[config.mk]
export PLATFORM = sky130hd
export DESIGN_NAME = chunk_deint
export DESIGN_NICKNAME = d
export VERILOG_FILES = /design/src/rtl/chunk_deint_pkg.sv /design/src/rtl/chunk_pos_ctr.sv /design/src/rtl/chunk_sel_match.sv /design/src/rtl/chunk_out_stage.sv /design/src/rtl/chunk_deint.sv
export SDC_FILE = /design/constraint.sdc
export NUM_CORES = 1
export LEC_CHECK = 0
export ABC_CLOCK_PERIOD_IN_PS = 4600
export BUFFER_PORTS_ARGS = -buffer_cell sky130_fd_sc_hd__buf_2
export CAP_MARGIN = 20
export CELL_PAD_IN_SITES_DETAIL_PLACEMENT = 0
export CELL_PAD_IN_SITES_GLOBAL_PLACEMENT = 1
export CORE_MARGIN = 1.5
export CORE_UTILIZATION = 35
export DETAILED_ROUTE_END_ITERATION = 10
export PLACE_DENSITY_LB_ADDON = 0.1
export SYNTH_ARGS = -nofsm -noshare
export SYNTH_HDL_FRONTEND = slang
export SYNTH_SLANG_ARGS = --single-unit
[constraint.sdc]
create_clock -name clk -period 4.6 [get_ports clk]
set_clock_uncertainty 0.1 [all_clocks]
set_input_delay 0.92 -clock clk [delete_from_list [all_inputs] [get_ports clk]]
set_output_delay 0.92 -clock clk [all_outputs]
set_load 0.05 [all_outputs]
[src/rtl/chunk_deint_pkg.sv]
package chunk_deint_pkg;

    localparam int BYTE_W = 8;

    typedef logic [BYTE_W-1:0] byte_t;

    typedef struct packed {
        logic  vld;
        byte_t data;
    } outreg_t;

endpackage

[src/rtl/chunk_pos_ctr.sv]
module chunk_pos_ctr #(
    parameter int CHUNK_BYTES = 288,
    parameter int NUM_IMAGES  = 2,
    parameter int IDX_W       = 1
) (
    input  logic             clk,
    input  logic             rst_n,
    input  logic             clear,
    input  logic             step,
    output logic [IDX_W-1:0] img_idx
);
    localparam int OFF_W = (CHUNK_BYTES > 1) ? $clog2(CHUNK_BYTES) : 1;
    localparam logic [OFF_W-1:0] OFF_LAST = OFF_W'(CHUNK_BYTES - 1);
    localparam logic [IDX_W-1:0] IDX_LAST = IDX_W'(NUM_IMAGES - 1);

    typedef struct packed {
        logic [OFF_W-1:0] offs;
        logic [IDX_W-1:0] idx;
    } pos_t;

    pos_t pos_d, pos_q;

    always_comb begin
        pos_d = pos_q;
        if (clear) begin
            pos_d.offs = '0;
            pos_d.idx  = '0;
        end else if (step) begin
            if (pos_q.offs == OFF_LAST) begin
                pos_d.offs = '0;
                pos_d.idx  = (pos_q.idx == IDX_LAST) ? '0 : pos_q.idx + 1'b1;
            end else begin
                pos_d.offs = pos_q.offs + 1'b1;
            end
        end
    end

    always_ff @(posedge clk or negedge rst_n) begin
        if (!rst_n) pos_q <= '0;
        else        pos_q <= pos_d;
    end

    assign img_idx = pos_q.idx;
endmodule

[src/rtl/chunk_sel_match.sv]
module chunk_sel_match #(
    parameter int NUM_IMAGES = 2,
    parameter int SEL_W      = 4,
    parameter int IDX_W      = 1
) (
    input  logic [SEL_W-1:0] sel,
    input  logic [IDX_W-1:0] img_idx,
    output logic             hit
);
    logic sel_ok;

    always_comb begin
        sel_ok = (int'(sel) >= 1) && (int'(sel) <= NUM_IMAGES);
        hit    = sel_ok && (int'(img_idx) == int'(sel) - 1);
    end
endmodule

[src/rtl/chunk_out_stage.sv]
module chunk_out_stage
    import chunk_deint_pkg::*;
(
    input  logic  clk,
    input  logic  rst_n,
    input  logic  load,
    input  byte_t din,
    input  logic  out_ready,
    output logic  stall,
    output logic  out_valid,
    output byte_t out_data
);
    outreg_t reg_d, reg_q;

    always_comb begin
        reg_d = reg_q;
        if (reg_q.vld && out_ready) reg_d.vld = 1'b0;
        if (load) begin
            reg_d.vld  = 1'b1;
            reg_d.data = din;
        end
    end

    always_ff @(posedge clk or negedge rst_n) begin
        if (!rst_n) reg_q <= '0;
        else        reg_q <= reg_d;
    end

    assign stall     = reg_q.vld && !out_ready;
    assign out_valid = reg_q.vld;
    assign out_data  = reg_q.data;
endmodule

[src/rtl/chunk_deint.sv]
module chunk_deint
    import chunk_deint_pkg::*;
#(
    parameter int CHUNK_BYTES = 288,
    parameter int NUM_IMAGES  = 2,
    parameter int SEL_W       = 4
) (
    input  logic             clk,
    input  logic             rst_n,
    input  logic             restart,
    input  logic [SEL_W-1:0] sel,
    input  logic             in_valid,
    output logic             in_ready,
    input  logic [7:0]       in_data,
    output logic             out_valid,
    input  logic             out_ready,
    output logic [7:0]       out_data
);
    localparam int IDX_W = (NUM_IMAGES > 1) ? $clog2(NUM_IMAGES) : 1;

    logic [IDX_W-1:0] img_idx;
    logic             hit;
    logic             stall;
    logic             take;

    chunk_pos_ctr #(
        .CHUNK_BYTES(CHUNK_BYTES),
        .NUM_IMAGES (NUM_IMAGES),
        .IDX_W      (IDX_W)
    ) u_pos (
        .clk    (clk),
        .rst_n  (rst_n),
        .clear  (restart),
        .step   (take),
        .img_idx(img_idx)
    );

    chunk_sel_match #(
        .NUM_IMAGES(NUM_IMAGES),
        .SEL_W     (SEL_W),
        .IDX_W     (IDX_W)
    ) u_match (
        .sel    (sel),
        .img_idx(img_idx),
        .hit    (hit)
    );

    always_comb begin
        in_ready = !restart && (!hit || !stall);
        take     = in_valid && in_ready;
    end

    chunk_out_stage u_out (
        .clk      (clk),
        .rst_n    (rst_n),
        .load     (take && hit),
        .din      (in_data),
        .out_ready(out_ready),
        .stall    (stall),
        .out_valid(out_valid),
        .out_data (out_data)
    );
endmodule

==> impl_metrics.csv, run 1 <==
group,metric,value,unit
outcome,run_status,"finished, final reports clean",
power,p_int,237,uW
worst_setup_path,slowest_stage,"o311a_4",
worst_setup_path,reg2reg_from,"u_pos.img_idx",
timing,slew_headroom,0.694,
drt,ant_nets,0,
power,combPwrFrac,0.250,
worst_setup_path,path_max_fanout,14,
timing,hold-worst-slack,0.410,ns
drt,avgViaCountPerCell,5.47,
synthesis,ys_ff_latch,19,
final_layout,diodes,0,
worst_setup_path,cp-start-kind,"primary input",
synthesis,ys_types,32,
die,num_io_pins,27,
placed_design,hpwl,1.51,mm
final_layout,layout-drive-gt1-share,0.364,
timing,final.setup.worst_slack,1.26,ns
timing,rsz0062_at_grt,"no",
timing,worst_pin_slew,0.459,ns
clock_network,clkTransAtPathRegs,0.11,ns
worst_setup_path,critPathMaxStageDelay,0.42,ns
worst_setup_path,cp.required,3.58,ns
power,cellLeakagePower,0.582,nW
clock_network,cts_inserted_buffers,3,
drt,first_pass_iters,4,
worst_setup_path,critPathLaunch,"sel[0]",
final_layout,layout_common_cells,"buf_2, dfrtp_1, mux2_2, a21oi_1",
worst_setup_path,endpoint_kind,"output port",
worst_setup_path,cp_num_buf_inv,3,
drt,wirelength,2.10,mm
clock_network,cts_hold_buf,0,
placed_design,place_congestion,0.810,
drt,drt-initial-drc-count,30,
global_route,antenna_found_initial,0,
die,die-width,57.1,microns
timing,max_freq,0.299,GHz
clock_network,cts_tree,"built",
timing,drv_slew,0,
final_layout,fillerInstances,271,
clock_network,clk_latency,0.29,ns
synthesis,syn_nets,115,
timing,fin_crit_sh,0.726,
power,power_density,300,nW/um^2
worst_setup_path,arrival,2.32,ns
synthesis,yosysTopAreaCell,"dfrtp_1",
power,switching_share,0.340,
drt,vias,832,
die,row_count,19,
synthesis,yosysSeqAreaShare,0.464,
timing,final.min_clock_period,3.34,ns
clock_network,cts_num_sinks,19,
worst_setup_path,cp_top_family,"buffers and inverters",
final_layout,area_growth,17.0,%
die,fp.dieArea,3260,sq um
global_route,overflow,0,
timing,fin_tns_setup,0,ns
worst_hold_path,holdCritStartpoint,"u_out.out_data[4]",
die,start_util,0.372,
job,cap_violations,0,
clock_network,post_cts_buffers,0,
global_route,grt.total_usage,0.140,
placed_design,pre_cts_ws,1.26,ns
global_route,grt_max_degree,20,
worst_hold_path,holdCritPathClass,"flip-flop to flip-flop",
worst_setup_path,crit_path_cell_trace,"buf_2 > inv_1 > ha_1 > and4b_2 > o311a_4 > nor2_1 > buf_2",
global_route,grt_pass1_wl,3.64,mm
die,die_y,57.1,microns
timing,final_hold_viol_count,0,
clock_network,clock_path_buffers,2,
final_layout,final_common_cell,"buf_2",
synthesis,yosysWarnings,0,
global_route,first_global_vias,779,
drt,drc,0,
power,p_sw,123,uW
synthesis,synth_area_leaders,"dfrtp_1, mux2_2, ha_1",
drt,avgRoutedWirePerCell,13.8,microns
final_layout,final_util,0.435,
clock_network,cts_resized,0,
synthesis,yosys.area.top_type_share,0.464,
power,pwr-share-clk,0.234,
die,core_region_area,2760,sq um
clock_network,htree_levels,1,
power,seqPwrFrac,0.515,
power,p_total,360,uW
synthesis,synth_cells,95,
worst_setup_path,criticalPathCategory,"primary input to output port",
power,worst_ir_drop_vdd,0.201,mV
clock_network,root_buffer,"clkbuf_4",
synthesis,netlist_area,1020,sq um
worst_setup_path,cpMostUsedCell,"buf_2",
synthesis,avgSynthCellArea,10.8,sq um
timing,setup_viol,0,
placed_design,portBuffers,26,
final_layout,nets,142,
-- power groups by stage --
stage          Sequential (mW)  Clock [mW]  Combinational [mW]
2_1_floorplan            0.231           0              0.0221
3_3_place_gp             0.189           0              0.0905
3_5_place_dp             0.189           0              0.0910
4_1_cts                  0.186      0.0902              0.0911
5_1_grt                  0.187      0.0973              0.0964
6_report                 0.186      0.0844              0.0901
-- through the flow --
step,cells,cell area (sq um)
6_report,152,1200
2_1_floorplan,95,1020
5_1_grt,152,1200
3_3_place_gp,147,1170
3_5_place_dp,147,1170
4_1_cts,151,1190
-- flip-flops by register name, summed over array words and instances, names as in the netlist --
| name | flops |
|---|---|
| u_pos.pos_q | 9 |
| u_pos.img_idx | 1 |
| u_out.out_data | 8 |
| u_out.out_valid | 1 |
-- metal layers --
metal,wire [microns],track usage,vias up
met2,886,0.199,27
met1,1040,0.219,389
met5,0,0,-
met4,10,0.0399,0
met3,161,0.0249,2
li1,-,-,414
-- cells in the mapped netlist --
| cell type | count |
|---|---|
| nor2b_1 | 1 |
| and3_1 | 2 |
| nand2b_1 | 1 |
| nor4b_2 | 1 |
| nand4b_1 | 1 |
| or4_1 | 5 |
| buf_6 | 1 |
| nor2_1 | 5 |
| nand4_1 | 2 |
| o211ai_1 | 1 |
| and4_1 | 1 |
| inv_1 | 5 |
| dfrtp_1 | 19 |
| nand2_1 | 4 |
| buf_2 | 1 |
| nand3_1 | 3 |
| nor4b_1 | 1 |
| clkbuf_1 | 3 |
| a31oi_1 | 1 |
| o311a_4 | 1 |
| mux2_2 | 8 |
| and3b_1 | 1 |
| a311oi_1 | 3 |
| o31ai_1 | 4 |
| a31o_2 | 2 |
| and4b_2 | 1 |
| o21ai_0 | 4 |
| ha_1 | 3 |
| or4b_1 | 1 |
| a21oi_1 | 7 |
| o311ai_0 | 1 |
| nor3b_1 | 1 |
-- worst paths after layout --
| path | to | slack, ns | cells past startpoint |
|---|---|---|---|
| min in group asynchronous | u_pos.img_idx | 0.45 | 1 |
| max in group asynchronous | u_pos.pos_q[7] | 3.66 | 1 |
| worst min register to register | u_out.out_data[4] | 0.41 | 1 |
| worst max-delay path | in_ready | 1.26 | 7 |
| worst max register to register | u_out.out_data[6] | 2.47 | 4 |
| worst min-delay path | u_out.out_data[4] | 0.41 | 1 |
-- worst reg2reg max path: stages, from the launching register on --
cell     delay [ns]
dfrtp_1        0.43
nor3b_1        0.43
o31ai_1        0.10
or4_1          0.62
mux2_2         0.35
-- final cells by class --
type	count	area (sq um)	share of cell area
Clock buffer	3	22.5	0.0188
Clock inverter	1	5.00	0.00418
Inverter	5	18.8	0.0157
Multi-Input combinational cell	66	503	0.420
Sequential cell	19	475	0.397
Tap cell	31	38.8	0.0324
Timing Repair Buffer	27	135	0.113
-- cells by family after synthesis --
logic type,Yosys count,synth area share
and+or+nand+nor,31,0.198
AOI/OAI and AO/OA,24,0.169
DFF,19,0.464
buffers and inverters,10,0.0452
muxes,8,0.0879
adders and majority gates,3,0.0366
No activity file was read; power rests on OpenSTA's default activity.
==> run 2, diff against run 1 <==
--- a/config.mk
+++ b/config.mk
@@ -5,7 +5,7 @@
 export SDC_FILE = /design/constraint.sdc
 export NUM_CORES = 1
 export LEC_CHECK = 0
-export ABC_CLOCK_PERIOD_IN_PS = 4600
+export ABC_CLOCK_PERIOD_IN_PS = 2800
 export BUFFER_PORTS_ARGS = -buffer_cell sky130_fd_sc_hd__buf_2
 export CAP_MARGIN = 20
 export CELL_PAD_IN_SITES_DETAIL_PLACEMENT = 0
==> constraint.sdc (replaced) <==
create_clock -name clk -period 2.8 [get_ports clk]
set_clock_uncertainty 0.1 [all_clocks]
set_input_delay 0.56 -clock clk [delete_from_list [all_inputs] [get_ports clk]]
set_output_delay 0.56 -clock clk [all_outputs]
set_load 0.05 [all_outputs]
==> impl_metrics.csv, run 2 (same netlist as run 1, synthesis figures left out) <==
group,metric,value,unit
outcome,run_status,"finished, final reports clean",
final_layout,layout-drive-gt1-share,0.377,
placed_design,hpwl,1.59,mm
clock_network,cts_resized,0,
power,p_int,390,uW
drt,vias,866,
power,switching_share,0.345,
final_layout,nets,143,
timing,setup_viol,0,
final_layout,fillerInstances,290,
clock_network,clock_path_buffers,2,
final_layout,regArea,475,sq um
clock_network,cts_inserted_buffers,3,
drt,wirelength,2.22,mm
clock_network,post_cts_buffers,0,
global_route,overflow,0,
power,pwr-share-clk,0.239,
clock_network,cts_num_sinks,19,
worst_setup_path,cp-start-kind,"primary input",
timing,max_freq,0.385,GHz
die,fp.dieArea,3260,sq um
clock_network,clk_latency,0.30,ns
timing,slew_headroom,0.698,
timing,fin_tns_setup,0,ns
power,power_density,493,nW/um^2
clock_network,clkTransAtPathRegs,0.12,ns
die,die_y,57.1,microns
final_layout,largest_reg_flops,9,
final_layout,multi_input_area,505,sq um
timing,worst_pin_slew,0.451,ns
global_route,grt_max_degree,20,
job,cap_violations,0,
power,seqPwrFrac,0.512,
final_layout,layout_common_cells,"buf_2, dfrtp_1, mux2_2, a21oi_1",
placed_design,place_congestion,0.733,
power,combPwrFrac,0.249,
timing,drv_slew,0,
worst_hold_path,holdCritPathClass,"primary input to async pin",
worst_setup_path,path_max_fanout,7,
power,cellLeakagePower,0.588,nW
clock_network,cts_hold_buf,0,
placed_design,portBuffers,26,
clock_network,htree_levels,1,
drt,avgViaCountPerCell,5.66,
final_layout,diodes,0,
final_layout,area_growth,18.2,%
placed_design,pre_cts_ws,0.198,ns
die,core_region_area,2760,sq um
clock_network,root_buffer,"clkbuf_4",
global_route,first_global_vias,869,
timing,final_hold_viol_count,0,
drt,drc,0,
worst_setup_path,endpoint_kind,"output port",
die,die-width,57.1,microns
drt,avgRoutedWirePerCell,14.5,microns
power,p_sw,206,uW
global_route,antenna_found_initial,0,
drt,ant_nets,0,
timing,rsz0062_at_grt,"no",
die,row_count,19,
die,num_io_pins,27,
final_layout,final_common_cell,"buf_2",
die,start_util,0.372,
timing,hold-worst-slack,0.0776,ns
timing,final.min_clock_period,2.60,ns
timing,fin_crit_sh,0.927,
clock_network,cts_tree,"built",
drt,first_pass_iters,4,
worst_setup_path,arrival,1.94,ns
drt,drt-initial-drc-count,24,
worst_setup_path,criticalPathCategory,"primary input to output port",
global_route,grt_pass1_wl,3.85,mm
final_layout,top_register,"u_pos.pos_q",
global_route,grt.total_usage,0.150,
power,worst_ir_drop_vdd,0.389,mV
timing,final.setup.worst_slack,0.205,ns
worst_setup_path,cp.required,2.14,ns
run 2: changes by cell type in the layout (fill, tap and decap cells not counted):
cell,change
buf_4,+2
clkbuf_2,-1
nor2_1,-1
nor2_2,+1
run 2: worst paths after layout:
check,from,endpoint,slack (ns),cells past startpoint
worst max-delay path,sel[0],in_ready,0.20,7
worst min-delay path,rst_n,u_pos.img_idx,0.08,1
worst max register to register,u_pos.img_idx,u_out.out_data[6],0.68,4
worst min register to register,u_out.out_data[1],u_out.out_data[1],0.41,1
max in group asynchronous,rst_n,u_out.out_data[4],2.21,1
min in group clk,in_data[7],u_out.out_data[7],0.38,2
run 2: metal layers:
metal,vias to the layer above,GRT usage,wire (microns)
met4,0,0.0664,25
li1,417,-,-
met5,-,0,0
met3,4,0.0204,97
met2,21,0.243,1020
met1,424,0.202,1080
run 2: area by class of cell:
cell class / instances / share of cell area
multi-input combinational: 66 / 0.417
sequential: 19 / 0.393
timing repair buffer: 28 / 0.120
tap: 31 / 0.0320
clock buffer: 3 / 0.0186
inverter: 5 / 0.0155
clock inverter: 1 / 0.00413
run 2: power groups by stage:
stage	combinational (mW)	sequential (mW)	clock, mW
4_1_cts	0.150	0.306	0.151
3_5_place_dp	0.150	0.311	0
5_1_grt	0.158	0.309	0.164
2_1_floorplan	0.0366	0.379	0
3_3_place_gp	0.149	0.310	0
6_report	0.148	0.305	0.143
run 2: worst max-delay path, cell delays in order:
cell and delay (ns):
buf_2 0.10, inv_1 0.06, ha_1 0.20, and4b_2 0.27, o311a_4 0.40, nor2_2 0.09, buf_2 0.26
run 2: stage by stage:
stage / instance area [sq um] / std cells / util / power [mW]
floorplan: 1030 / 95 / - / 0.416
global placement: 1180 / 149 / 0.429 / 0.459
detailed placement: 1180 / 149 / 0.429 / 0.461
CTS: 1210 / 153 / 0.439 / 0.607
global route: 1210 / 153 / 0.439 / 0.631
finish: 1210 / 153 / 0.439 / 0.597
==> run 3, diff against run 2 <==
--- a/config.mk
+++ b/config.mk
@@ -6,13 +6,14 @@
 export NUM_CORES = 1
 export LEC_CHECK = 0
 export ABC_CLOCK_PERIOD_IN_PS = 2800
-export BUFFER_PORTS_ARGS = -buffer_cell sky130_fd_sc_hd__buf_2
 export CAP_MARGIN = 20
 export CELL_PAD_IN_SITES_DETAIL_PLACEMENT = 0
 export CELL_PAD_IN_SITES_GLOBAL_PLACEMENT = 1
 export CORE_MARGIN = 1.5
 export CORE_UTILIZATION = 35
+export CTS_CLUSTER_SIZE = 40
 export DETAILED_ROUTE_END_ITERATION = 10
+export DONT_BUFFER_PORTS = 1
 export PLACE_DENSITY_LB_ADDON = 0.1
 export SYNTH_ARGS = -nofsm -noshare
 export SYNTH_HDL_FRONTEND = slang
==> impl_metrics.csv, run 3 (same netlist as run 1, synthesis figures left out) <==
group,metric,value,unit
outcome,run_status,"finished, final reports clean",
final_layout,top_register,"u_pos.pos_q",
global_route,use_met1,0.203,
timing,setup_viol,0,
die,die-width,57.1,microns
placed_design,place_congestion,0.698,
placed_design,hpwl,1.53,mm
final_layout,layout_common_cells,"dfrtp_1, mux2_2, a21oi_1, inv_1, or4_1",
timing,final.min_clock_period,2.47,ns
clock_network,cts_num_sinks,19,
die,fp.dieArea,3260,sq um
drt,avgRoutedWirePerCell,16.5,microns
timing,slew_headroom,0.408,
final_layout,largest_reg_flops,9,
global_route,top_usage_layer,"met2",
placed_design,portBuffers,0,
worst_setup_path,cp.required,2.14,ns
clock_network,root_buffer,"clkbuf_4",
worst_setup_path,path_max_fanout,14,
final_layout,stdcell_count,129,
timing,max_freq,0.405,GHz
placed_design,placedCellCount,124,
worst_setup_path,criticalPathCategory,"primary input to output port",
worst_setup_path,endpoint_kind,"output port",
global_route,antenna_found_initial,0,
global_route,grt_pass1_wl,3.49,mm
worst_setup_path,arrival,1.81,ns
die,core_region_area,2760,sq um
power,p_total,561,uW
die,num_io_pins,27,
clock_network,htree_levels,1,
clock_network,cts_inserted_buffers,3,
timing,fin_crit_sh,0.881,
global_route,grt.total_usage,0.142,
clock_network,clock_path_buffers,2,
final_layout,layout-drive-gt1-share,0.214,
global_route,overflow,0,
job,cap_violations,0,
timing,rsz0062_at_grt,"no",
drt,avgViaCountPerCell,5.91,
timing,worst_pin_slew,0.885,ns
drt,first_pass_iters,2,
drt,drt-initial-drc-count,13,
global_route,grt_max_degree,20,
global_route,use_met2,0.210,
drt,drc,0,
worst_setup_path,cp-start-kind,"primary input",
drt,vias,763,
die,die_y,57.1,microns
drt,wirelength,2.13,mm
timing,drv_slew,0,
power,cellLeakagePower,0.484,nW
worst_hold_path,holdCritPathClass,"primary input to flip-flop",
global_route,first_global_vias,769,
drt,ant_nets,0,
power,power_density,510,nW/um^2
clock_network,post_cts_buffers,0,
power,worst_ir_drop_vdd,0.421,mV
die,start_util,0.372,
clock_network,clkTransAtPathRegs,0.11,ns
final_layout,area_growth,7.20,%
final_layout,final_common_cell,"dfrtp_1",
die,row_count,19,
timing,final_hold_viol_count,0,
timing,fin_tns_setup,0,ns
final_layout,nets,119,
worst_setup_path,rrSetupSlack,0.71,ns
global_route,gr-usage-met3,0.0272,
clock_network,cts_tree,"built",
clock_network,clk_latency,0.29,ns
final_layout,diodes,0,
final_layout,fillerInstances,285,
run 3: metrics by stage:
step | hold slack [ns] | worst slack [ns] | instance area [sq um] | utilization
floorplan | 0.164 | 0.198 | 1030 | -
global placement | 0.165 | 0.359 | 1060 | 0.385
detailed placement | 0.165 | 0.327 | 1060 | 0.385
CTS | 0.195 | 0.327 | 1100 | 0.398
global route | 0.177 | 0.296 | 1100 | 0.398
finish | 0.211 | 0.333 | 1100 | 0.398
run 3: cell type report:
cell class,instances,area (sq um),share of cell area
Clock buffer,3,22.5,0.0205
Clock inverter,1,5.00,0.00456
Inverter,5,18.8,0.0171
Multi-Input combinational cell,66,505,0.460
Sequential cell,19,475,0.433
Tap cell,31,38.8,0.0353
Timing Repair Buffer,4,32.5,0.0296
run 3: final timing paths:
path | startpoint | end | depth (start not counted)
min | restart | u_pos.img_idx | 1
max reg2reg | u_pos.img_idx | u_out.out_data[5] | 4
min in group asynchronous | rst_n | u_pos.pos_q[9] | 1
max in group asynchronous | rst_n | u_out.out_data[1] | 1
max | sel[0] | in_ready | 6
min reg2reg | u_pos.pos_q[9] | u_pos.pos_q[9] | 2
run 3: critical path: stages:
cell and delay (ns):
inv_1 0.04, ha_1 0.20, and4b_2 0.27, o311a_4 0.43, nor2_2 0.11, buf_4 0.20
run 3: per-layer routing:
layer  up-vias  share of wire
met4         0         0.0089
met2        16           0.45
met1       372           0.49
li1        373              -
met3         2          0.048
met5         -              0
run 3: what timing repair did:
item	CTS	global route
endpoints found under the hold margin	19	0
resized for setup	0	0
hold buffers	1	0
run 3: power breakdown:
| part | switching (mW) | leakage, nW | internal, mW |
|---|---|---|---|
| sequential | 0.0823 | 0.259 | 0.294 |
| clock | 0.0851 | 0.0177 | 0.0531 |
| combinational | 0.0229 | 0.208 | 0.0230 |
| total | 0.190 | 0.484 | 0.370 |
